File: config.mk
export PLATFORM = sky130hd
export DESIGN_NAME = adc_scan_ctrl
export DESIGN_NICKNAME = d
export VERILOG_FILES = /design/src/rtl/adc_scan_pkg.sv /design/src/rtl/adc_scan_seq.sv /design/src/rtl/adc_scan_datapath.sv /design/src/rtl/adc_scan_ctrl.sv
export SDC_FILE = /design/constraint.sdc
export NUM_CORES = 1
export LEC_CHECK = 0
export BUFFER_PORTS_ARGS = -buffer_cell sky130_fd_sc_hd__buf_2
export CORE_MARGIN = 2
export CORE_UTILIZATION = 51
export DETAILED_ROUTE_END_ITERATION = 7
export GPL_TIMING_DRIVEN = 0
export MAX_ROUTING_LAYER = met4
export PLACE_DENSITY = 0.76
export SETUP_SLACK_MARGIN = 0.4
export SYNTH_ARGS = -nofsm -noshare
export SYNTH_HDL_FRONTEND = slang
export SYNTH_SLANG_ARGS = --single-unit
File: constraint.sdc
create_clock -name clk -period 1.8 [get_ports clk]
set_input_delay 0.27 -clock clk [delete_from_list [all_inputs] [get_ports clk]]
set_output_delay 0.27 -clock clk [all_outputs]
set_load 0.03 [all_outputs]
File: src/rtl/adc_scan_pkg.sv
package adc_scan_pkg;

  localparam int FRAME_W = 16;
  localparam int CMD_W   = 12;
  localparam int TAG_W   = 4;
  localparam int SLOT_W  = 12;

  // strobes from the sequencer to the datapath, at most one shift action per cycle
  typedef struct packed {
    logic latchCfg;  // accepted start: capture settings, clear results
    logic loadCmd;   // frame begins: load command into transmit shifter
    logic shiftOut;  // SCLK falling: present next MOSI bit
    logic sampleIn;  // SCLK rising: capture MISO
    logic storeRes;  // frame complete: check tag, store sample
  } scanStrobe_t;

endpackage

File: src/rtl/adc_scan_seq.sv
module adc_scan_seq
  import adc_scan_pkg::*;
#(
  parameter int NUM_CH      = 8,
  parameter int CLK_DIV     = 2,
  parameter int CS_GAP_SCLK = 2,
  localparam int CH_W = (NUM_CH > 1) ? $clog2(NUM_CH) : 1
) (
  input  logic              clk,
  input  logic              rstN,
  input  logic              start,
  input  logic [NUM_CH-1:0] chanMask,
  output scanStrobe_t       strobe,
  output logic [CH_W-1:0]   cmdChan,
  output logic              cmdValid,
  output logic              spiSclk,
  output logic              spiCsN,
  output logic              busy,
  output logic              done
);

  localparam int DIV_W   = (CLK_DIV > 1) ? $clog2(CLK_DIV) : 1;
  localparam int GAP_CYC = CS_GAP_SCLK * 2 * CLK_DIV;
  localparam int GAP_W   = $clog2(GAP_CYC + 1);

  typedef enum logic [1:0] {S_IDLE, S_LOAD, S_FRAME, S_GAP} seqState_t;

  seqState_t         state;
  logic [NUM_CH-1:0] remMask;
  logic [DIV_W-1:0]  divCnt;
  logic [4:0]        bitCnt;
  logic [GAP_W-1:0]  gapCnt;
  logic              sclkQ;
  logic              csNQ;
  logic              lastFrame;
  logic              doneQ;
  logic              phaseEnd;
  logic [NUM_CH-1:0] pickHot;

  // lowest remaining enabled channel
  always_comb begin
    cmdValid = 1'b0;
    cmdChan  = '0;
    for (int i = NUM_CH - 1; i >= 0; i--) begin
      if (remMask[i]) begin
        cmdValid = 1'b1;
        cmdChan  = CH_W'(i);
      end
    end
  end

  always_comb begin
    pickHot = '0;
    pickHot[cmdChan] = cmdValid;
  end

  assign phaseEnd = (divCnt == DIV_W'(CLK_DIV - 1));

  always_comb begin
    strobe = '0;
    unique case (state)
      S_IDLE:  strobe.latchCfg = start;
      S_LOAD:  strobe.loadCmd  = 1'b1;
      S_FRAME: begin
        if (phaseEnd) begin
          if (sclkQ) begin
            if (bitCnt == 5'd16) strobe.storeRes = 1'b1;
            else if (bitCnt != 5'd0) strobe.shiftOut = 1'b1;
          end else begin
            strobe.sampleIn = 1'b1;
          end
        end
      end
      default: ;
    endcase
  end

  always_ff @(posedge clk or negedge rstN) begin
    if (!rstN) begin
      state     <= S_IDLE;
      remMask   <= '0;
      divCnt    <= '0;
      bitCnt    <= '0;
      gapCnt    <= '0;
      sclkQ     <= 1'b1;
      csNQ      <= 1'b1;
      lastFrame <= 1'b0;
      doneQ     <= 1'b0;
    end else begin
      doneQ <= 1'b0;
      unique case (state)
        S_IDLE: begin
          if (start) begin
            remMask <= chanMask;
            if (chanMask == '0) doneQ <= 1'b1;
            else                state <= S_LOAD;
          end
        end
        S_LOAD: begin
          remMask   <= remMask & ~pickHot;
          lastFrame <= !cmdValid;
          csNQ      <= 1'b0;
          sclkQ     <= 1'b1;
          divCnt    <= '0;
          bitCnt    <= '0;
          state     <= S_FRAME;
        end
        S_FRAME: begin
          if (phaseEnd) begin
            divCnt <= '0;
            if (sclkQ) begin
              if (bitCnt == 5'd16) begin
                csNQ   <= 1'b1;
                gapCnt <= '0;
                state  <= S_GAP;
              end else begin
                sclkQ <= 1'b0;
              end
            end else begin
              sclkQ  <= 1'b1;
              bitCnt <= bitCnt + 5'd1;
            end
          end else begin
            divCnt <= divCnt + DIV_W'(1);
          end
        end
        S_GAP: begin
          if (gapCnt == GAP_W'(GAP_CYC - 1)) begin
            if (lastFrame) begin
              state <= S_IDLE;
              doneQ <= 1'b1;
            end else begin
              state <= S_LOAD;
            end
          end else begin
            gapCnt <= gapCnt + GAP_W'(1);
          end
        end
        default: state <= S_IDLE;
      endcase
    end
  end

  assign spiSclk = sclkQ;
  assign spiCsN  = csNQ;
  assign busy    = (state != S_IDLE);
  assign done    = doneQ;

  // clock rests high outside a frame
  p_sclk_idle_r2: assert property (@(posedge clk) disable iff (!rstN)
    spiCsN |-> spiSclk)
    else $error("p_sclk_idle_r2");

  // done marks the cycle in which busy drops
  p_done_at_end_r7: assert property (@(posedge clk) disable iff (!rstN)
    $fell(busy) |-> done)
    else $error("p_done_at_end_r7");

  // a start during a scan does not end or restart it early
  p_ignore_start_r8: assert property (@(posedge clk) disable iff (!rstN)
    (busy && start && !(state == S_GAP && lastFrame)) |=> busy)
    else $error("p_ignore_start_r8");

  // empty mask finishes at once without a frame
  p_empty_mask_r9: assert property (@(posedge clk) disable iff (!rstN)
    (!busy && start && chanMask == '0) |=> (done && !busy && spiCsN))
    else $error("p_empty_mask_r9");

endmodule

File: src/rtl/adc_scan_datapath.sv
module adc_scan_datapath
  import adc_scan_pkg::*;
#(
  parameter int NUM_CH = 8,
  localparam int CH_W  = (NUM_CH > 1) ? $clog2(NUM_CH) : 1,
  localparam int CNT_W = $clog2(NUM_CH + 1)
) (
  input  logic                     clk,
  input  logic                     rstN,
  input  scanStrobe_t              strobe,
  input  logic [CH_W-1:0]          cmdChan,
  input  logic                     cmdValid,
  input  logic                     rangeSel,
  input  logic [1:0]               resSel,
  input  logic                     spiMiso,
  output logic                     spiMosi,
  output logic                     scanError,
  output logic [CNT_W-1:0]         resCount,
  output logic [NUM_CH*SLOT_W-1:0] results
);

  logic               rangeQ;
  logic [1:0]         resQ;
  logic [FRAME_W-1:0] txShift;
  logic [FRAME_W-1:0] rxShift;
  logic [CH_W-1:0]    lastCh;
  logic               lastValid;
  logic [CH_W-1:0]    expCh;
  logic               expValid;
  logic [CNT_W-1:0]   countQ;
  logic               errQ;
  logic [CMD_W-1:0]   cmdWord;
  logic [SLOT_W-1:0]  sample;
  logic               tagMatch;
  logic               storeOk;

  // control word: write enable, channel, normal power, sequencing off, range, binary coding
  always_comb begin
    cmdWord = '0;
    cmdWord[11]          = 1'b1;
    cmdWord[10]          = 1'b0;
    cmdWord[6 +: CH_W]   = cmdChan;
    cmdWord[5:4]         = 2'b11;
    cmdWord[3]           = 1'b0;
    cmdWord[1]           = rangeQ;
    cmdWord[0]           = 1'b1;
  end

  always_comb begin
    unique case (resQ)
      2'd0:    sample = {4'b0, rxShift[11:4]};
      2'd1:    sample = {2'b0, rxShift[11:2]};
      default: sample = rxShift[11:0];
    endcase
  end

  assign tagMatch = (rxShift[15:12] == TAG_W'(expCh));
  assign storeOk  = strobe.storeRes && expValid && tagMatch;

  always_ff @(posedge clk or negedge rstN) begin
    if (!rstN) begin
      rangeQ    <= 1'b0;
      resQ      <= 2'd2;
      txShift   <= '0;
      rxShift   <= '0;
      lastCh    <= '0;
      lastValid <= 1'b0;
      expCh     <= '0;
      expValid  <= 1'b0;
      countQ    <= '0;
      errQ      <= 1'b0;
    end else begin
      if (strobe.latchCfg) begin
        rangeQ    <= rangeSel;
        resQ      <= resSel;
        countQ    <= '0;
        errQ      <= 1'b0;
        lastValid <= 1'b0;
        expValid  <= 1'b0;
      end
      if (strobe.loadCmd) begin
        txShift   <= cmdValid ? {cmdWord, 4'b0} : '0;
        expCh     <= lastCh;
        expValid  <= lastValid;
        lastCh    <= cmdChan;
        lastValid <= cmdValid;
      end
      if (strobe.shiftOut) txShift <= {txShift[FRAME_W-2:0], 1'b0};
      if (strobe.sampleIn) rxShift <= {rxShift[FRAME_W-2:0], spiMiso};
      if (strobe.storeRes && expValid) begin
        if (tagMatch) countQ <= countQ + CNT_W'(1);
        else          errQ   <= 1'b1;
      end
    end
  end

  for (genvar g = 0; g < NUM_CH; g++) begin : g_slot
    logic [SLOT_W-1:0] slotQ;
    always_ff @(posedge clk or negedge rstN) begin
      if (!rstN)                                slotQ <= '0;
      else if (strobe.latchCfg)                 slotQ <= '0;
      else if (storeOk && countQ == CNT_W'(g))  slotQ <= sample;
    end
    assign results[g*SLOT_W +: SLOT_W] = slotQ;
  end

  assign spiMosi   = txShift[FRAME_W-1];
  assign scanError = errQ;
  assign resCount  = countQ;

  // never more valid slots than channels
  p_count_bound_r6: assert property (@(posedge clk) disable iff (!rstN)
    resCount <= CNT_W'(NUM_CH))
    else $error("p_count_bound_r6");

  // a mismatched tag leaves the count alone and flags the scan
  p_drop_mismatch_r5: assert property (@(posedge clk) disable iff (!rstN)
    (strobe.storeRes && expValid && !tagMatch) |=> ($stable(resCount) && scanError))
    else $error("p_drop_mismatch_r5");

  // the pipeline tail frame carries no command
  p_tail_zero_r3: assert property (@(posedge clk) disable iff (!rstN)
    (strobe.loadCmd && !cmdValid) |=> !spiMosi)
    else $error("p_tail_zero_r3");

endmodule

File: src/rtl/adc_scan_ctrl.sv
module adc_scan_ctrl
  import adc_scan_pkg::*;
#(
  parameter int NUM_CH      = 8,
  parameter int CLK_DIV     = 2,
  parameter int CS_GAP_SCLK = 2,
  localparam int CH_W  = (NUM_CH > 1) ? $clog2(NUM_CH) : 1,
  localparam int CNT_W = $clog2(NUM_CH + 1)
) (
  input  logic                     clk,
  input  logic                     rstN,
  input  logic                     start,
  input  logic [NUM_CH-1:0]        chanMask,
  input  logic                     rangeSel,
  input  logic [1:0]               resSel,
  input  logic                     spiMiso,
  output logic                     spiSclk,
  output logic                     spiCsN,
  output logic                     spiMosi,
  output logic                     busy,
  output logic                     done,
  output logic                     scanError,
  output logic [CNT_W-1:0]         resCount,
  output logic [NUM_CH*SLOT_W-1:0] results
);

  scanStrobe_t     strobe;
  logic [CH_W-1:0] cmdChan;
  logic            cmdValid;

  adc_scan_seq #(
    .NUM_CH      (NUM_CH),
    .CLK_DIV     (CLK_DIV),
    .CS_GAP_SCLK (CS_GAP_SCLK)
  ) u_seq (
    .clk      (clk),
    .rstN     (rstN),
    .start    (start),
    .chanMask (chanMask),
    .strobe   (strobe),
    .cmdChan  (cmdChan),
    .cmdValid (cmdValid),
    .spiSclk  (spiSclk),
    .spiCsN   (spiCsN),
    .busy     (busy),
    .done     (done)
  );

  adc_scan_datapath #(
    .NUM_CH (NUM_CH)
  ) u_dp (
    .clk       (clk),
    .rstN      (rstN),
    .strobe    (strobe),
    .cmdChan   (cmdChan),
    .cmdValid  (cmdValid),
    .rangeSel  (rangeSel),
    .resSel    (resSel),
    .spiMiso   (spiMiso),
    .spiMosi   (spiMosi),
    .scanError (scanError),
    .resCount  (resCount),
    .results   (results)
  );

  // MOSI holds while SCLK stays high inside a frame
  p_mosi_launch_r2: assert property (@(posedge clk) disable iff (!rstN)
    (!spiCsN && spiSclk && $past(spiSclk) && !$past(spiCsN)) |-> $stable(spiMosi))
    else $error("p_mosi_launch_r2");

  // nothing toggles on the bus while idle
  p_idle_bus_r10: assert property (@(posedge clk) disable iff (!rstN)
    !busy |-> (spiCsN && spiSclk))
    else $error("p_idle_bus_r10");

endmodule

* Yosys cells after proc, flatten, opt, wreduce, memory -nomap -nowiden
Index checks and enable logic that the tools add are counted.
** Storage, ports and cells
- Register bits :: 168
- Latch bits :: 0
- Memory bits (writable) :: 0
- Memory bits (read-only) :: 0
- Bits of input ports :: 15
- Output and inout bits :: 106
- Logic and storage cells :: 184
- Memories kept :: 0
** Cells by class
- Add/sub/neg operators :: 4
- Multipliers :: 0
- Divide/modulo/power cells :: 0
- Order comparisons :: 2
- Equality and inequality tests :: 22
- Shifts and indexed selects :: 0
- Muxes and demuxes :: 89
- Bitwise gates (word level) :: 3
- Reductions and logical operators :: 37
** Operator list (count)
- two-way mux 12 bit :: 16
- two-way mux 16 bit :: 3
- two-way mux 1 bit :: 34
- two-way mux 3 bit :: 10
- two-way mux 4 bit :: 7
- nonzero test 2 bit :: 14
- case mux 12 bit (2 select lines) :: 1
- == test 4 x 3 -> 1 bit (second input constant) :: 5
- bitwise AND 8 bit :: 2
- case mux 8 bit (2 select lines) :: 1
- two-way mux 2 bit :: 6
- logical AND 1 bit :: 11
- two-way mux 5 bit :: 2
- case mux 5 bit (2 select lines) :: 1
- adder 4 x 1 -> 4 bit (second input constant) :: 2
- == test 4 x 2 -> 1 bit (second input constant) :: 2
- zero test 8 bit :: 1
- two-way mux 8 bit :: 1
- inequality test 2 x 1 -> 1 bit (second input constant) :: 4
- inequality test 2 bit (second input constant) :: 4
- inverter 8 bit :: 1
- case mux 1 bit (2 select lines) :: 4
- case mux 2 bit (4 select lines) :: 1
- case mux 4 bit (2 select lines) :: 1
- other kinds (19) :: 23

* Logic depth before layout (Yosys ltp)
- Depth after elaboration :: 16
- Gate-level depth with buffers :: 9
- Depth with buffers taken out :: 7

* By module
A second synthesis with hierarchy kept.
** Unflattened totals
- Cell total of the unflattened synthesis :: 693
- Area, all modules :: 7847.5 µm²
** By module, submodules not included
- adc_scan_datapath :: times used 1, cells each 522, area each 6342.3 µm², sequential area each 3504.6 µm²
- adc_scan_seq :: times used 1, cells each 171, area each 1505.2 µm², sequential area each 603.1 µm²

* Least setup slack after synthesis
OpenSTA, ideal clock, no wires.
- Kind :: reg-to-reg
- Start :: register u_seq.sclkQ (netlist: u_seq.spiSclk)
- End :: register u_dp.rxShift[10]
- Library setup time :: 0.125 ns
- Arrival :: 1.654 ns
- Data required time :: 1.675 ns
- Setup slack :: 0.022 ns
- Cell stages (with the launch flop) :: 5
- Path buffers :: 1
- Path through :: dfstp_2 -> and2b_1 -> nand2_1 -> buf_2 -> mux2_2
** On the way
- Word-level cells in the longest chain between the ends :: 3
** RTL lines
- from (decl) :: line adc_scan_seq.sv:33 : logic sclkQ;
- from (signal assigned) :: line adc_scan_seq.sv:85 : sclkQ <= 1'b1;
- from (signal assigned) :: line adc_scan_seq.sv:103 : sclkQ <= 1'b1;
- from (signal assigned) :: line adc_scan_seq.sv:117 : sclkQ <= 1'b0;
- two-way mux 1 bit :: line adc_scan_seq.sv:66 : if (sclkQ) begin
- two-way mux 3 bit :: line adc_scan_seq.sv:65 : if (phaseEnd) begin
- two-way mux 3 bit :: line adc_scan_seq.sv:61 : unique case (state)
- to (signal assigned) :: line adc_scan_datapath.sv:89 : if (strobe.sampleIn) rxShift <= {rxShift[FRAME_W-2:0], spiMiso};
- to (decl) :: line adc_scan_datapath.sv:25 : logic [FRAME_W-1:0] rxShift;
Every way passes these cells.
A chain may end at the register's enable or synchronous reset.

* Worst setup path in the final report
- Start :: register u_seq.state[0]
- End :: register u_dp.g_slot[1].slotQ[6]
** On the way
- Word-level cells in the longest chain between the ends :: 6
- Elaborated cells on any way between the ends :: 9
- Those cells by class :: 1 x eq/ne; 3 x mux; 5 x reduce/logical
** RTL lines
- from (decl) :: line adc_scan_seq.sv:28 : seqState_t state;
- from (signal assigned) :: line adc_scan_seq.sv:80 : state <= S_IDLE;
- from (signal assigned) :: line adc_scan_seq.sv:96 : else state <= S_LOAD;
- from (signal assigned) :: line adc_scan_seq.sv:106 : state <= S_FRAME;
- == test 2 bit :: line adc_scan_seq.sv:61
- two-way mux 3 bit :: line adc_scan_seq.sv:61
- logical AND 1 bit (2 in a row) :: line adc_scan_datapath.sv:58 : assign storeOk = strobe.storeRes && expValid && tagMatch;
- logical AND 1 bit :: line adc_scan_datapath.sv:102 : else if (storeOk && countQ == CNT_W'(g)) slotQ <= sample;
- nonzero test 2 bit (no source line)
- to (signal assigned) :: line adc_scan_datapath.sv:102
- to (decl) :: line adc_scan_datapath.sv:98 : logic [SLOT_W-1:0] slotQ;
Several ways; a longest one is shown, not always the timed one.

==> out/qor.txt <==
Largest net degree at the start of global routing -> 115
Synth top area share -> 54.1%
CP max FO -> 6
Clock buffer depth -> 2
Endpoints failing hold -> 0
Clk_lat worst skew -> 440 ps
Kind of critical path -> register to register
Startpoint types -> register
Synth Warn # -> 0
Register-to-Register Path Depth -> 10
Slew HR -> 54.8%
Leak -> 5.27 nW
R2R setup slack -> -220 ps
Worst Min Path Start -> rangeSel
Iteration-0 DRC Markers -> 849
Routed len/inst -> 24.6 um
Fin Setup TNS -> -12,360 ps
1st-pass router iterations -> 5
Post-Syn Nets -> 744
Final nets -> 989
Register area share after synthesis -> 55.2%
Vias in the first global route -> 6,669
Mapped Cells -> 718
PD cells -> 668 nW/um^2
RSZ-0062 raised after global routing -> yes
Number of clock sinks -> 164
Placed insts -> 1,023
Yosys cell types -> 52
Most frequent cell after synthesis -> dfrtp_1
Placed cell area -> 8380 sq um
First-pass GRT wire length -> 37,400 um
EDFF count, synth -> 0
Total vias in the final route -> 7,463
RePlAce Congestion -> 0.859
Ranking of synthesized cells by area -> dfrtp_1, nand3_1, o21ai_1, o21ai_0, mux2_2
Tot Pwr -> 7.65 mW
Peak per-stage delay on the critical path -> 410 ps
Layout cells sized above 1 -> 54.6%
Tightest Pin Transition -> 677 ps
Peak VDD IR -> 618 uV
Reg2reg end -> u_dp.g_slot[1].slotQ[6]$_DFFE_PN0P_
Residual DRC count -> 0
Synth Area per Inst -> 10.4 sq um
Crit end category -> register
Post-DRT Antenna Nets -> 0
Top cells by count, synth -> dfrtp_1, nand3_1, o21ai_1
Worst r2r src -> u_seq.state[0]$_DFFE_PN0P_
Worst min path class -> input pin to register
Clock-pin slew on the worst setup and hold paths -> 70 ps
Tcrit/Tclk final -> 112%
Layout fillers -> 755
Leading area contributor after synthesis -> dfrtp_1
Final instance count without filler cells -> 1,160
WL final -> 28,500 um
Die Ht -> 125 um
Fmax -> 0.495 GHz
Dpl hpwl -> 12,600 um
Routed vias/inst -> 6.43
Hold Path Sink -> u_dp.rangeQ$_DFFE_PN0P_
Post-route minimum period -> 2020 ps
Synth Flop Type -> dfrtp_1
CTS H-tree depth -> 4
Slowest-stage cell, CP -> dfrtp_1
Critical-path cell list -> inv_2, ha_4, and3_4, and3_4, buf_12, buf_12, nand3_4, buf_8, nand3_4, o21ai_2
Area Overhead vs Synth -> 53.8%
Seq cells post-synth -> 164
Crit path arrival time -> 2330 ps
Worst Clk Skew -> 16.2 ps
Setup ws final -> -218 ps
Row cnt -> 44
I/O pin cnt -> 121
WHS Path Cells -> 2
CTS tree -> done
GRT overflow -> 0
Status -> finished with violations
N_diodes -> 0
Finished Cell Area -> 11,400 sq um
Count of pins over their slew limit -> 0
WHS -> 65.5 ps
Failing checks -> setup timing
TritonCTS buffer count -> 17
PortBufs -> 120
Final setup fails -> 103
WP data required -> 2110 ps
Initial antenna violation count -> 0
Core Region -> 14,400 sq um
Starting Density -> 51.6%
Mapped cell area -> 7440 sq um
Max Cap Viol -> 0
Die W -> 125 um
Asr flop ratio synth -> 100%
GR Util All Layers -> 31.7%
Die area -> 15,600 sq um
CTS root buf -> clkbuf_16
==> layout make-up <==
| cell class | instances | area (sq um) | area share, % |
|---|---|---|---|
| clock buffers | 21 | 460 | 4.02 |
| plain buffers | 48 | 547 | 4.78 |
| clock inverters | 11 | 120 | 1.05 |
| repair buffers | 226 | 1830 | 16.0 |
| multi-input cells | 485 | 4060 | 35.4 |
| inverters | 21 | 91.3 | 0.798 |
| well taps | 184 | 230 | 2.01 |
| flip-flops and latches | 164 | 4110 | 35.9 |
==> power breakdown <==
group	switching, mW	leakage (nW)	total [mW]	internal [mW]
sequential	0.0259	2.16	3.72	3.70
combinational	0.181	2.84	0.257	0.0761
clock	1.65	0.278	3.67	2.02
==> cell families after synthesis <==
logic type | Yosys count | synth area share [%]
flip-flops | 164 | 55.2
buffers and inverters | 69 | 5.28
XOR/XNOR | 4 | 0.471
multiplexers | 36 | 5.23
AND/OR/NAND/NOR | 240 | 17.6
adder cells (fa/ha/maj) | 11 | 1.85
AO/OA/AOI/OAI | 194 | 14.4
==> metrics by stage <==
step           utilization, %  worst slack, ps
3_3_place_gp             57.9            -2050
6_report                 79.4             -218
2_1_floorplan               -             67.0
3_5_place_dp             58.1             -480
4_1_cts                  73.7            -32.6
5_1_grt                  79.4             -258
==> layer usage <==
layer  vias up  GRT usage, %  wire length (um)
li1       3058             -                 -
met1      3705          40.1             10400
met2       522          49.4             13800
met3       178          6.96              2240
met4         0          14.2              2100
met5         -             -                 0
==> sequential cells by signal, indices dropped and copies added, names as in the netlist, 2 cells and up <==
name and count:
u_seq.gapCnt 4, u_dp.resCount 4, u_dp.txShift 12, u_seq.remMask 8, u_dp.g_slot.slotQ 96, u_seq.bitCnt 5
u_dp.rxShift 16, u_dp.lastCh 3, u_dp.expCh 3, u_seq.state 2, u_dp.resQ 2
==> worst max-delay path, delay by kind of cell (launching register included) <==
kind | cells | cell delay (ps)
buffers and inverters | 4 | 610
flip-flops | 1 | 410
adder cells (fa/ha/maj) | 1 | 200
AND/OR/NAND/NOR | 4 | 600
AO/OA/AOI/OAI | 1 | 80
==> cells in the final DEF (no fill, tap or decap), types with 4 or more instances in the layout <==
| cell | count |
|---|---|
| ha_1 | 6 |
| nor3b_2 | 5 |
| dfrtp_2 | 5 |
| buf_6 | 53 |
| nand3_1 | 44 |
| dfrtp_1 | 156 |
| inv_2 | 5 |
| o21ai_2 | 54 |
| clkinv_4 | 4 |
| o21ai_1 | 71 |
| ha_4 | 5 |
| mux2i_1 | 12 |
| nor2_1 | 13 |
| mux2_4 | 19 |
| buf_4 | 52 |
| mux2_2 | 4 |
| a21oi_2 | 6 |
| nor2b_1 | 9 |
| clkbuf_8 | 5 |
| nand3_2 | 59 |
| o21ai_0 | 16 |
| nand2b_1 | 6 |
| inv_1 | 15 |
| buf_2 | 121 |
| nand3_4 | 15 |
| buf_12 | 7 |
| clkbuf_1 | 4 |
| nand2b_4 | 4 |
| a21oi_1 | 15 |
| xor2_1 | 4 |
| buf_16 | 5 |
| buf_8 | 15 |
| clkbuf_2 | 4 |
| nand2_2 | 12 |
| o21a_1 | 4 |
| nand2_4 | 8 |
| clkbuf_16 | 24 |
| nand2_1 | 37 |
==> timing repair <==
action | 4_1_cts | 5_1_grt
resized for setup | 268 | 143
endpoints found under the setup margin | 168 | 171
cloned | 19 | 3
buffers inserted | 58 | 24
endpoints found under the hold margin | 50 | 0
pin swaps | 68 | 51
hold buffers | 1 | 0
==> how the worst max path moves through the flow <==
stage	startpoint	endpoint	slack, ps	cells after the start
after global placement	rstN	u_dp.txShift[4]$_DFFE_PN0P_	-2050	1
final	u_seq.state[0]$_DFFE_PN0P_	u_dp.g_slot[1].slotQ[6]$_DFFE_PN0P_	-220	10
after floorplan	u_seq.bitCnt[0]$_DFFE_PN0P_	u_dp.g_slot[0].slotQ[10]$_DFFE_PN0P_	70	9
after detailed placement	u_seq.state[0]$_DFFE_PN0P_	u_dp.g_slot[2].slotQ[10]$_DFFE_PN0P_	-480	6
after CTS	u_seq.bitCnt[1]$_DFFE_PN0P_	u_dp.g_slot[0].slotQ[6]$_DFFE_PN0P_	-30	10
after global routing	u_seq.state[0]$_DFFE_PN0P_	u_dp.g_slot[1].slotQ[5]$_DFFE_PN0P_	-260	9
(Power assumes the default switching activity.)
